--- config.mk ---
export PLATFORM = sky130hd
export DESIGN_NAME = intr_recog
export DESIGN_NICKNAME = d
export VERILOG_FILES = /design/src/rtl/intr_pkg.sv /design/src/rtl/intr_nmi_qual.sv /design/src/rtl/intr_flag_stack.sv /design/src/rtl/intr_recog.sv
export SDC_FILE = /design/constraint.sdc
export NUM_CORES = 1
export LEC_CHECK = 0
export CAP_MARGIN = 25
export CORE_ASPECT_RATIO = 1.75
export CORE_MARGIN = 2
export CORE_UTILIZATION = 58
export CTS_CLUSTER_DIAMETER = 120
export DETAILED_ROUTE_END_ITERATION = 10
export DONT_BUFFER_PORTS = 1
export PLACE_DENSITY = 0.73
export SLEW_MARGIN = 15
export SYNTH_ARGS = -nofsm -noshare
export SYNTH_HDL_FRONTEND = slang
export SYNTH_HIERARCHICAL = 1
export SYNTH_SLANG_ARGS = --single-unit
--- constraint.sdc ---
create_clock -name clk -period 1.11 [get_ports clk]
set_input_delay 0.222 -clock clk [delete_from_list [all_inputs] [get_ports clk]]
set_output_delay 0.222 -clock clk [all_outputs]
set_load 0.02 [all_outputs]
--- src/rtl/intr_pkg.sv ---
package intr_pkg;
  typedef enum logic {ST_IDLE, ST_ACK} seq_st_t;
  localparam int unsigned TYPE_STEP = 1;
  localparam int unsigned TYPE_NMI  = 2;
endpackage

--- src/rtl/intr_nmi_qual.sv ---
module intr_nmi_qual #(
  parameter int unsigned MIN_LOW = 2
) (
  input  logic clk,
  input  logic rst_n,
  input  logic nmi_in,
  input  logic nmi_taken,
  output logic nmi_pend
);
  localparam int unsigned CW = $clog2(MIN_LOW + 1);
  localparam logic [CW-1:0] LIM = CW'(MIN_LOW);

  logic          prev_q, prev_d;
  logic [CW-1:0] low_q, low_d;
  logic          pend_q, pend_d;
  logic          edge_ok;

  // consecutive-low counter saturates at the limit
  always_comb begin
    prev_d  = nmi_in;
    low_d   = nmi_in ? '0 : ((low_q == LIM) ? low_q : low_q + 1'b1);
    edge_ok = nmi_in && !prev_q && (low_q >= LIM);
    pend_d  = pend_q;
    if (!nmi_in || nmi_taken) pend_d = 1'b0;
    else if (edge_ok)         pend_d = 1'b1;
  end

  always_ff @(posedge clk or negedge rst_n) begin
    if (!rst_n) begin
      prev_q <= 1'b0;
      low_q  <= '0;
      pend_q <= 1'b0;
    end else begin
      prev_q <= prev_d;
      low_q  <= low_d;
      pend_q <= pend_d;
    end
  end

  assign nmi_pend = pend_q;
endmodule

--- src/rtl/intr_flag_stack.sv ---
module intr_flag_stack #(
  parameter int unsigned DEPTH = 4
) (
  input  logic clk,
  input  logic rst_n,
  input  logic push,
  input  logic pop,
  input  logic in_if,
  input  logic in_tf,
  output logic top_if,
  output logic top_tf,
  output logic empty
);
  localparam int unsigned PW = $clog2(DEPTH + 1);
  localparam logic [PW-1:0] FULL = PW'(DEPTH);

  logic [PW-1:0]    sp_q, sp_d;
  logic [DEPTH-1:0] s_if, s_tf;

  always_comb begin
    sp_d = sp_q;
    if (push && !pop && sp_q != FULL)   sp_d = sp_q + 1'b1;
    else if (pop && !push && sp_q != 0) sp_d = sp_q - 1'b1;
  end

  always_ff @(posedge clk or negedge rst_n) begin
    if (!rst_n) sp_q <= '0;
    else        sp_q <= sp_d;
  end

  for (genvar i = 0; i < DEPTH; i++) begin : g_ent
    logic we;
    // plain push writes the free slot; push with pop replaces the top
    assign we = push && ((!pop && sp_q == PW'(i)) || (pop && sp_q == PW'(i + 1)));
    always_ff @(posedge clk or negedge rst_n) begin
      if (!rst_n) begin
        s_if[i] <= 1'b0;
        s_tf[i] <= 1'b0;
      end else if (we) begin
        s_if[i] <= in_if;
        s_tf[i] <= in_tf;
      end
    end
  end

  always_comb begin
    top_if = 1'b0;
    top_tf = 1'b0;
    for (int i = 0; i < DEPTH; i++) begin
      if (sp_q == PW'(i + 1)) begin
        top_if = s_if[i];
        top_tf = s_tf[i];
      end
    end
  end

  assign empty = (sp_q == '0);
endmodule

--- src/rtl/intr_recog.sv ---
module intr_recog #(
  parameter int unsigned VEC_W       = 8,
  parameter int unsigned NMI_MIN_LOW = 2,
  parameter int unsigned NEST_DEPTH  = 4
) (
  input  logic             clk,
  input  logic             rst_n,
  input  logic             nmi_in,
  input  logic             intr_in,
  input  logic             boundary,
  input  logic             iret,
  input  logic             flag_ld,
  input  logic             ld_if,
  input  logic             ld_tf,
  input  logic [VEC_W-1:0] data_in,
  output logic             inta_n,
  output logic             vec_valid,
  output logic [VEC_W-1:0] vec_type,
  output logic [VEC_W+1:0] vec_addr,
  output logic             if_q,
  output logic             tf_q
);
  import intr_pkg::*;

  logic rst_meta, rst_sync;
  always_ff @(posedge clk or negedge rst_n) begin
    if (!rst_n) begin
      rst_meta <= 1'b0;
      rst_sync <= 1'b0;
    end else begin
      rst_meta <= 1'b1;
      rst_sync <= rst_meta;
    end
  end

  seq_st_t          st_q, st_d;
  logic             if_r, tf_r, if_d, tf_d;
  logic             valid_q, valid_d;
  logic [VEC_W-1:0] type_q, type_d;
  logic             nmi_pend, top_if, top_tf, stk_empty;
  logic             cur_if, cur_tf, idle, restore;
  logic             take_step, take_nmi, take_intr, take;

  intr_nmi_qual #(.MIN_LOW(NMI_MIN_LOW)) u_nmi (
    .clk(clk), .rst_n(rst_sync), .nmi_in(nmi_in),
    .nmi_taken(take_nmi), .nmi_pend(nmi_pend)
  );

  intr_flag_stack #(.DEPTH(NEST_DEPTH)) u_stk (
    .clk(clk), .rst_n(rst_sync), .push(take), .pop(restore),
    .in_if(cur_if), .in_tf(cur_tf),
    .top_if(top_if), .top_tf(top_tf), .empty(stk_empty)
  );

  always_comb begin
    restore = iret && !stk_empty;
    if (restore) begin
      cur_if = top_if;
      cur_tf = top_tf;
    end else if (flag_ld) begin
      cur_if = ld_if;
      cur_tf = ld_tf;
    end else begin
      cur_if = if_r;
      cur_tf = tf_r;
    end
    idle      = (st_q == ST_IDLE);
    take_step = boundary && idle && cur_tf;
    take_nmi  = boundary && idle && !cur_tf && nmi_pend;
    take_intr = boundary && idle && !cur_tf && !nmi_pend && intr_in && cur_if;
    take      = take_step || take_nmi || take_intr;
    if_d      = take ? 1'b0 : cur_if;
    tf_d      = take ? 1'b0 : cur_tf;

    st_d    = st_q;
    valid_d = 1'b0;
    type_d  = type_q;
    case (st_q)
      ST_IDLE: begin
        if (take_intr) st_d = ST_ACK;
        if (take_step) begin
          valid_d = 1'b1;
          type_d  = VEC_W'(TYPE_STEP);
        end else if (take_nmi) begin
          valid_d = 1'b1;
          type_d  = VEC_W'(TYPE_NMI);
        end
      end
      ST_ACK: begin
        st_d    = ST_IDLE;
        valid_d = 1'b1;
        type_d  = data_in;
      end
      default: st_d = ST_IDLE;
    endcase
  end

  always_ff @(posedge clk or negedge rst_sync) begin
    if (!rst_sync) begin
      st_q    <= ST_IDLE;
      if_r    <= 1'b0;
      tf_r    <= 1'b0;
      valid_q <= 1'b0;
      type_q  <= '0;
    end else begin
      st_q    <= st_d;
      if_r    <= if_d;
      tf_r    <= tf_d;
      valid_q <= valid_d;
      type_q  <= type_d;
    end
  end

  assign inta_n    = (st_q != ST_ACK);
  assign vec_valid = valid_q;
  assign vec_type  = type_q;
  assign vec_addr  = {type_q, 2'b00};
  assign if_q      = if_r;
  assign tf_q      = tf_r;
endmodule

# ---- Word-level counts from Yosys, hierarchy flattened
# Index checks and enable logic that the tools add are counted.
dict set report totals {
  reg_bits 29
  inputBits 17
  output_inout_bits 22
  elab_cells 104
}
dict set report classes {
  add_sub_neg 3
  magnitude_cmp 1
  eq_ne 8
  n_mux 28
  bitwise_logic 1
  n_reduce_logical 44
}
# operator n
set op_table {}
lappend op_table {{$logic_and 1x1->1} 26}
lappend op_table {{$mux 1} 19}
lappend op_table {{$mux 8} 2}
lappend op_table {{$pmux 8 s2} 1}
lappend op_table {{$logic_not 1->1} 7}
lappend op_table {{$logic_or 1x1->1} 7}
lappend op_table {{$eq 3x2->1 const B} 2}
lappend op_table {{$mux 3} 2}
lappend op_table {{$mux 2} 2}
lappend op_table {{$pmux 1 s2} 2}
lappend op_table {{$reduce_bool 2->1} 2}
lappend op_table {{$add 3x1->3 const B} 1}
lappend op_table {{$eq 3x1->1 const B} 1}
lappend op_table {{$eq 3x3->1 const B} 1}
lappend op_table {{$logic_not 3->1} 1}
lappend op_table {{$ne 3x1->1 const B} 1}
lappend op_table {{$ne 3x3->1 const B} 1}
lappend op_table {{$reduce_bool 3->1} 1}
lappend op_table {{$sub 3x1->3 const B} 1}
lappend op_table {{$add 2x1->2 const B} 1}
lappend op_table {{$eq 2x2->1 const B} 1}
lappend op_table {{$ge 2x2->1 const B} 1}
lappend op_table {{$ne 2x2->1 const B} 1}
lappend op_table {{$not 1->1} 1}

# ---- Depth between registers and ports, before layout
dict set report depth {
  word_depth 17
  mapped_depth 13
  depth_no_buf 11
}

# ---- Hierarchy
# Netlist, hierarchy kept.
# module n_inst cells_each area_per_inst_um2 seq_area_each_um2
set modules_own_cells {}
lappend modules_own_cells {intr_flag_stack 1 75 790.8 275.3}
lappend modules_own_cells {intr_recog 1 69 742.0 350.3}
lappend modules_own_cells {intr_nmi_qual 1 14 171.4 100.1}

# ---- Least setup slack after synthesis
# Ideal clock, no wire load.
dict set report synth_timing {
  path_type {reg2reg}
  startpoint {register u_stk.sp_q[1]}
  endpoint {register u_stk.s_if[2]}
  setup_time_ps 128
  t_arrival_ps 2798
  t_required_ps 982
  setup_slack_ps -1816
  stages_incl_launch_ff 13
  n_path_buf 1
  period_less_slack_ps 2926
  cell_sequence {dfrtp_1 -> ha_1 -> ha_1 -> nor4b_2 -> a22oi_1 -> a31oi_1 -> nor4b_2 -> a311oi_4 -> o21bai_1 -> buf_2 -> nand3_1 -> o21ai_1 -> mux2_1}
}
dict set report synth_via {
  elab_chain_len 13
  word_cells_on_any_way 31
  cone_classes {eq/ne (4); mux (10); reduce/logical (17)}
}
# item line
set synth_lines {}
lappend synth_lines {{start: declaration} intr_flag_stack.sv:17} ;# logic [PW-1:0] sp_q, sp_d;
lappend synth_lines {{start signal: assignment} intr_flag_stack.sv:28} ;# else sp_q <= sp_d;
lappend synth_lines {{$eq 3x1->1} intr_flag_stack.sv:50} ;# if (sp_q == PW'(i + 1)) begin
lappend synth_lines {{$mux 1 (3 in a row)} intr_flag_stack.sv:50}
lappend synth_lines {{$mux 1 *} intr_flag_stack.sv:50}
lappend synth_lines {{via top_tf} intr_recog.sv:40} ;# logic nmi_pend, top_if, top_tf, stk_empty;
lappend synth_lines {{$mux 1 *} intr_recog.sv:57} ;# if (restore) begin
lappend synth_lines {{$logic_not 1->1} {intr_recog.sv:69, intr_recog.sv:70}}
lappend synth_lines {{$logic_and 1x1->1} {intr_recog.sv:69, intr_recog.sv:70}}
lappend synth_lines {{$logic_and 1x1->1 (3 in a row)} intr_recog.sv:70} ;# take_intr = boundary && idle && !cur_tf && !nmi_pend && intr_in && cur_if;
lappend synth_lines {{$logic_or 1x1->1 *} intr_recog.sv:71} ;# take = take_step || take_nmi || take_intr;
lappend synth_lines {{via take} intr_recog.sv:42} ;# logic take_step, take_nmi, take_intr, take;
lappend synth_lines {{$logic_and 1x1->1 *} intr_flag_stack.sv:34} ;# assign we = push && ((!pop && sp_q == PW'(i)) || (pop && sp_q == PW'(i + 1)));
lappend synth_lines {{end signal: indexed assignment} intr_flag_stack.sv:40} ;# s_if[i] <= in_if;
lappend synth_lines {{end: declaration} intr_flag_stack.sv:18} ;# logic [DEPTH-1:0] s_if, s_tf;
# Mark *: on every way through the listed nets, which the timed path passes. The rest lies on a longest branch.
# A chain may end at the register's enable or synchronous reset.

# ---- Final worst setup path
dict set report layout_timing {
  startpoint {register u_stk.sp_q[1]}
  endpoint {register u_stk.sp_q[2]}
}
dict set report layout_via {
  elab_chain_len 16
  word_cells_on_any_way 39
  cone_classes {add/sub (2); eq/ne (5); mux (12); reduce/logical (20)}
}
# item line
set layout_lines {}
lappend layout_lines {{$eq 3x1->1} intr_flag_stack.sv:50}
lappend layout_lines {{$mux 1 (3 in a row)} intr_flag_stack.sv:50}
lappend layout_lines {{$mux 1 *} intr_flag_stack.sv:50}
lappend layout_lines {{via top_tf} intr_recog.sv:40}
lappend layout_lines {{$mux 1 *} intr_recog.sv:57}
lappend layout_lines {{$logic_not 1->1} {intr_recog.sv:69, intr_recog.sv:70}}
lappend layout_lines {{$logic_and 1x1->1} {intr_recog.sv:69, intr_recog.sv:70}}
lappend layout_lines {{$logic_and 1x1->1 (3 in a row)} intr_recog.sv:70}
lappend layout_lines {{$logic_or 1x1->1 *} intr_recog.sv:71}
lappend layout_lines {{via take} intr_recog.sv:42}
lappend layout_lines {{$logic_not 1->1} intr_flag_stack.sv:23} ;# else if (pop && !push && sp_q != 0) sp_d = sp_q - 1'b1;
lappend layout_lines {{$logic_and 1x1->1 (2 in a row)} intr_flag_stack.sv:23}
lappend layout_lines {{$reduce_bool 2->1 (no source line)} --}
# Mark *: on every way through the listed nets, which the timed path passes. The rest lies on a longest branch. The select of a mux whose other input is x is not followed.

==> summary by stage <==
Logic synthesis
The number of different library cells used by synthesis comes to 48. The synthesized area divided by synthesized cell count is 10.8 µm². Among all flip-flop cells after synthesis, the most frequent one is sky130_fd_sc_hd__dfrtp_1. Counting every instance in the synthesized netlist gives 158.

The area of the mapped netlist is 1700 µm². The total of warnings raised by yosys is 6. The share of flip-flops with an asynchronous set or reset is 100%. The synthesized flop and latch total is 29. The sequential share of the synthesized area is 42.6%. The count of flip-flops with a built-in enable after synthesis is 0.

Global route
Entering global routing, the biggest net connects 28 pins. The overall fraction of global-route tracks in use is 28.9%. The initial antenna violation count came to 0. The number of global-route vias before repair is 1497. The global-route wire length before repair is 6.77 mm. Summed over all layers, the global routing overflow is 0.

Place
The placed instances occupy a cell area of 2060 µm². The placer congestion estimate is 0.789. During placement, the flow inserted port buffers numbering 0. The estimated wirelength of the detail-placed design is 2.96 mm. The worst slack at placement is -1.76 ns.

Finish
The sequential cells in the finished layout cover a total of 727 µm². The number of antenna diodes is 0. The final standard cell area without fillers is 2530 µm².

For this run, the post-layout net count is 238. The proportion of layout cells with a drive suffix above 1 is 56.3%. The number of filler instances in the final layout is 115. Relative to the synthesized area, the layout overhead comes to 48.5%.

In the final layout, the multi-input gates occupy 1100 µm². The final design utilization is 88.4%.

Routing
The number of search-and-repair iterations in the first detailed-routing pass is 4. The count of nets left with antenna violations after detail routing is 0. The number of design-rule violations left by the first detailed-router iteration is 29. After detailed routing, the total wire length is 5.48 mm. In the routed layout, each cell is associated on average with a via count of 6.14. The routed layout has 1492 vias. After detailed routing, the average wire length per cell comes to 22.6 µm. The number of remaining DRC errors is 0.

Clock network
The CTS buffer count is 5. The cell sitting at the root of the clock tree is a sky130_fd_sc_hd__clkbuf_8. The H-tree generated during clock tree synthesis spans 2 levels.

For the worst-skew pair, the clock arrives at the later sink with an insertion delay of 0.29 ns. The clock sink total is 29. The clock input transition at the sequential cells of the worst setup and hold paths is 0.07 ns.

The clock passes through at most 2 buffers. TritonCTS built the clock tree.

Power and ir drop
Total power for the finished layout comes to 7.74 mW. The fraction of power consumed by combinational cells is 62.0%. The net load switching power is 3.20 mW. The internal portion of the total power is 4.54 mW.

The ratio of total power to cell area is 3060 nW/µm². The analysis attributes to cell leakage a power of 1.17 nW. In this run switching power makes up 41.3% of total power.

The maximum vdd ir drop is 0.00232 V. Of the total power, the clock network draws 15.3%. The share of total power dissipated in sequential elements is 22.6%.

Timing
The setup clock skew after layout is 0.00699 ns. The max-slew violation total from the final report is 0. The final cycle utilization of the critical path is 254%. After layout, the minimum clock period comes to 2.81 ns. Once routing completed, OpenROAD measured the worst setup slack at -1.70 ns. Setup total negative slack on the finished layout was measured at -32.34 ns. The number of setup violations in the final report is 26.

Setup repair after global routing could not meet its margin everywhere. The maximum achievable frequency is 355 MHz. The number of hold violations in the final report came to 0.

Floorplan
The core region is 2860 µm². The die covers 3400 µm². The vertical extent of the die is 75.7 µm. The die is 45.0 µm wide. The initial utilization of the core area, before any placement, comes to 59.5%. The count of standard-cell rows is 26. The number of I/O pins is 39.

Worst setup path
The worst setup path is captured at a register. The endpoint required time on the critical path is 1.28 ns. Along the worst path, the maximum fanout reaches 6. The data arrival time at the worst-slack endpoint is 2.98 ns. The worst register-to-register path has a setup slack of -1.70 ns. The element type at the critical path start is a register. The critical path in this run is classified as reg -> reg.

Hold path
The path class of the lowest-slack min-delay path is in -> reg.

Flow run
The tool flagged a number of max-cap violations equal to 0.

Outcome
The run finished, with violations left. The final reports fail on setup timing.
-- state kept, by name, summed over array words and instances (netlist names) --
name / flops
u_stk/s_if: 4
st_q: 1
u_stk/s_tf: 4
vec_valid: 1
tf_q: 1
if_q: 1
u_nmi/low_q: 2
vec_type: 8
u_nmi/nmi_pend: 1
rst_sync: 1
u_stk/sp_q: 3
rst_meta: 1
u_nmi/prev_q: 1
-- logic make-up (layout without fill, tap and decap cells) --
kind of cell	Yosys count	in the layout	share of synthesized area [%]
AO/OA/AOI/OAI	26	27	12.5
AND/OR/NAND/NOR	46	46	16.3
buffers and inverters	26	81	9.54
adder cells (fa/ha/maj)	7	7	5.14
other	2	3	0.441
multiplexers	20	20	12.5
XOR/XNOR	2	2	1.03
flip-flops	29	29	42.6
-- path summary, 6_finish.rpt --
check | start | end | cells past startpoint
setup / recovery | u_stk/sp_q[1] | u_stk/sp_q[2] | 12
hold / removal | boundary | vec_valid | 1
setup reg to reg | u_stk/sp_q[1] | u_stk/sp_q[2] | 12
hold reg to reg | rst_sync | u_stk/s_if[1] | 1
max in group asynchronous | rst_sync | vec_type[2] | 1
min in group asynchronous | rst_n | rst_meta | 1
-- power groups by stage --
stage,clock (mW),sequential [mW],combinational [mW]
finish,1.19,1.75,4.80
global route,1.23,1.79,5.05
CTS,1.16,1.72,4.21
detailed placement,0,1.73,3.52
global placement,0,1.71,3.39
floorplan,0,1.83,2.34
-- critical path, cell delays in order, from the launching register on --
cell and delay, ns:
sky130_fd_sc_hd__dfrtp_1 0.40, sky130_fd_sc_hd__ha_2 0.20, sky130_fd_sc_hd__ha_4 0.19, sky130_fd_sc_hd__nor4b_4 0.30, sky130_fd_sc_hd__a22oi_2 0.11, sky130_fd_sc_hd__a31oi_4 0.20
sky130_fd_sc_hd__nor4b_4 0.08, sky130_fd_sc_hd__a311oi_4 0.29, sky130_fd_sc_hd__o21bai_4 0.23, sky130_fd_sc_hd__buf_4 0.17, sky130_fd_sc_hd__nor4b_1 0.05, sky130_fd_sc_hd__a21o_1 0.16
sky130_fd_sc_hd__a221o_1 0.31
-- synth_stat cells, types with 3 or more instances --
cell type | n | area, µm²
sky130_fd_sc_hd__nand2b_1 | 4 | 25.0
sky130_fd_sc_hd__nor2_1 | 13 | 48.8
sky130_fd_sc_hd__nor4b_2 | 3 | 45.0
sky130_fd_sc_hd__dfrtp_1 | 29 | 726
sky130_fd_sc_hd__ha_1 | 7 | 87.6
sky130_fd_sc_hd__inv_1 | 11 | 41.3
sky130_fd_sc_hd__nand2_1 | 8 | 30.0
sky130_fd_sc_hd__a31oi_1 | 4 | 25.0
sky130_fd_sc_hd__buf_4 | 10 | 75.1
sky130_fd_sc_hd__mux2i_1 | 10 | 100
sky130_fd_sc_hd__mux2_2 | 8 | 90.1
sky130_fd_sc_hd__buf_2 | 3 | 15.0
-- cell usage in the layout, fill, tap and decap left out, types with 2 or more instances in the layout --
cell	count
sky130_fd_sc_hd__mux2_4	9
sky130_fd_sc_hd__mux2i_1	9
sky130_fd_sc_hd__o21ai_4	2
sky130_fd_sc_hd__a31oi_2	2
sky130_fd_sc_hd__a21o_1	2
sky130_fd_sc_hd__o21bai_4	2
sky130_fd_sc_hd__nand2_1	6
sky130_fd_sc_hd__inv_1	8
sky130_fd_sc_hd__nor2_1	9
sky130_fd_sc_hd__nor4b_4	2
sky130_fd_sc_hd__buf_4	51
sky130_fd_sc_hd__a22oi_2	3
sky130_fd_sc_hd__buf_6	8
sky130_fd_sc_hd__nor2_4	3
sky130_fd_sc_hd__inv_2	2
sky130_fd_sc_hd__ha_2	4
sky130_fd_sc_hd__conb_1	3
sky130_fd_sc_hd__nand2_2	2
sky130_fd_sc_hd__dlygate4sd3_1	3
sky130_fd_sc_hd__nor2_2	2
sky130_fd_sc_hd__nand2b_4	2
sky130_fd_sc_hd__ha_1	2
sky130_fd_sc_hd__nand3b_1	2
sky130_fd_sc_hd__clkbuf_8	6
sky130_fd_sc_hd__dfrtp_1	28
sky130_fd_sc_hd__nand2b_1	3
-- cell type report --
cell class,count,share of cell area (%)
Multi-Input combinational cell,105,43.5
Sequential cell,29,28.7
Timing Repair Buffer,62,19.9
Clock buffer,6,3.26
Inverter,11,1.73
Clock inverter,2,1.48
Tap cell,28,1.38
-- through the flow --
step,hold slack (ns),std cells
after floorplan,-0.0736,159
after CTS,0.000379,237
after global routing,0.0578,243
final,0.0790,243
after global placement,-0.0735,218
after detailed placement,-0.0735,218
-- routing by layer --
metal | part of all wire [%] | GRT usage [%]
met2 | 56 | 56.8
met3 | 5.4 | 6.16
met1 | 32 | 25.1
met5 | 0 | 0
met4 | 6.9 | 16.7
-- repair_timing --
item / in CTS / in global routing
hold buffers: 2 / 1
pin swaps: 5 / 9
resized for setup: 32 / 16
setup endpoints to repair: 26 / 28
buffers inserted: 9 / 5
hold endpoints to repair: 4 / 1
gates cloned: 1 / 0
No activity file was read; power rests on OpenSTA's default activity.
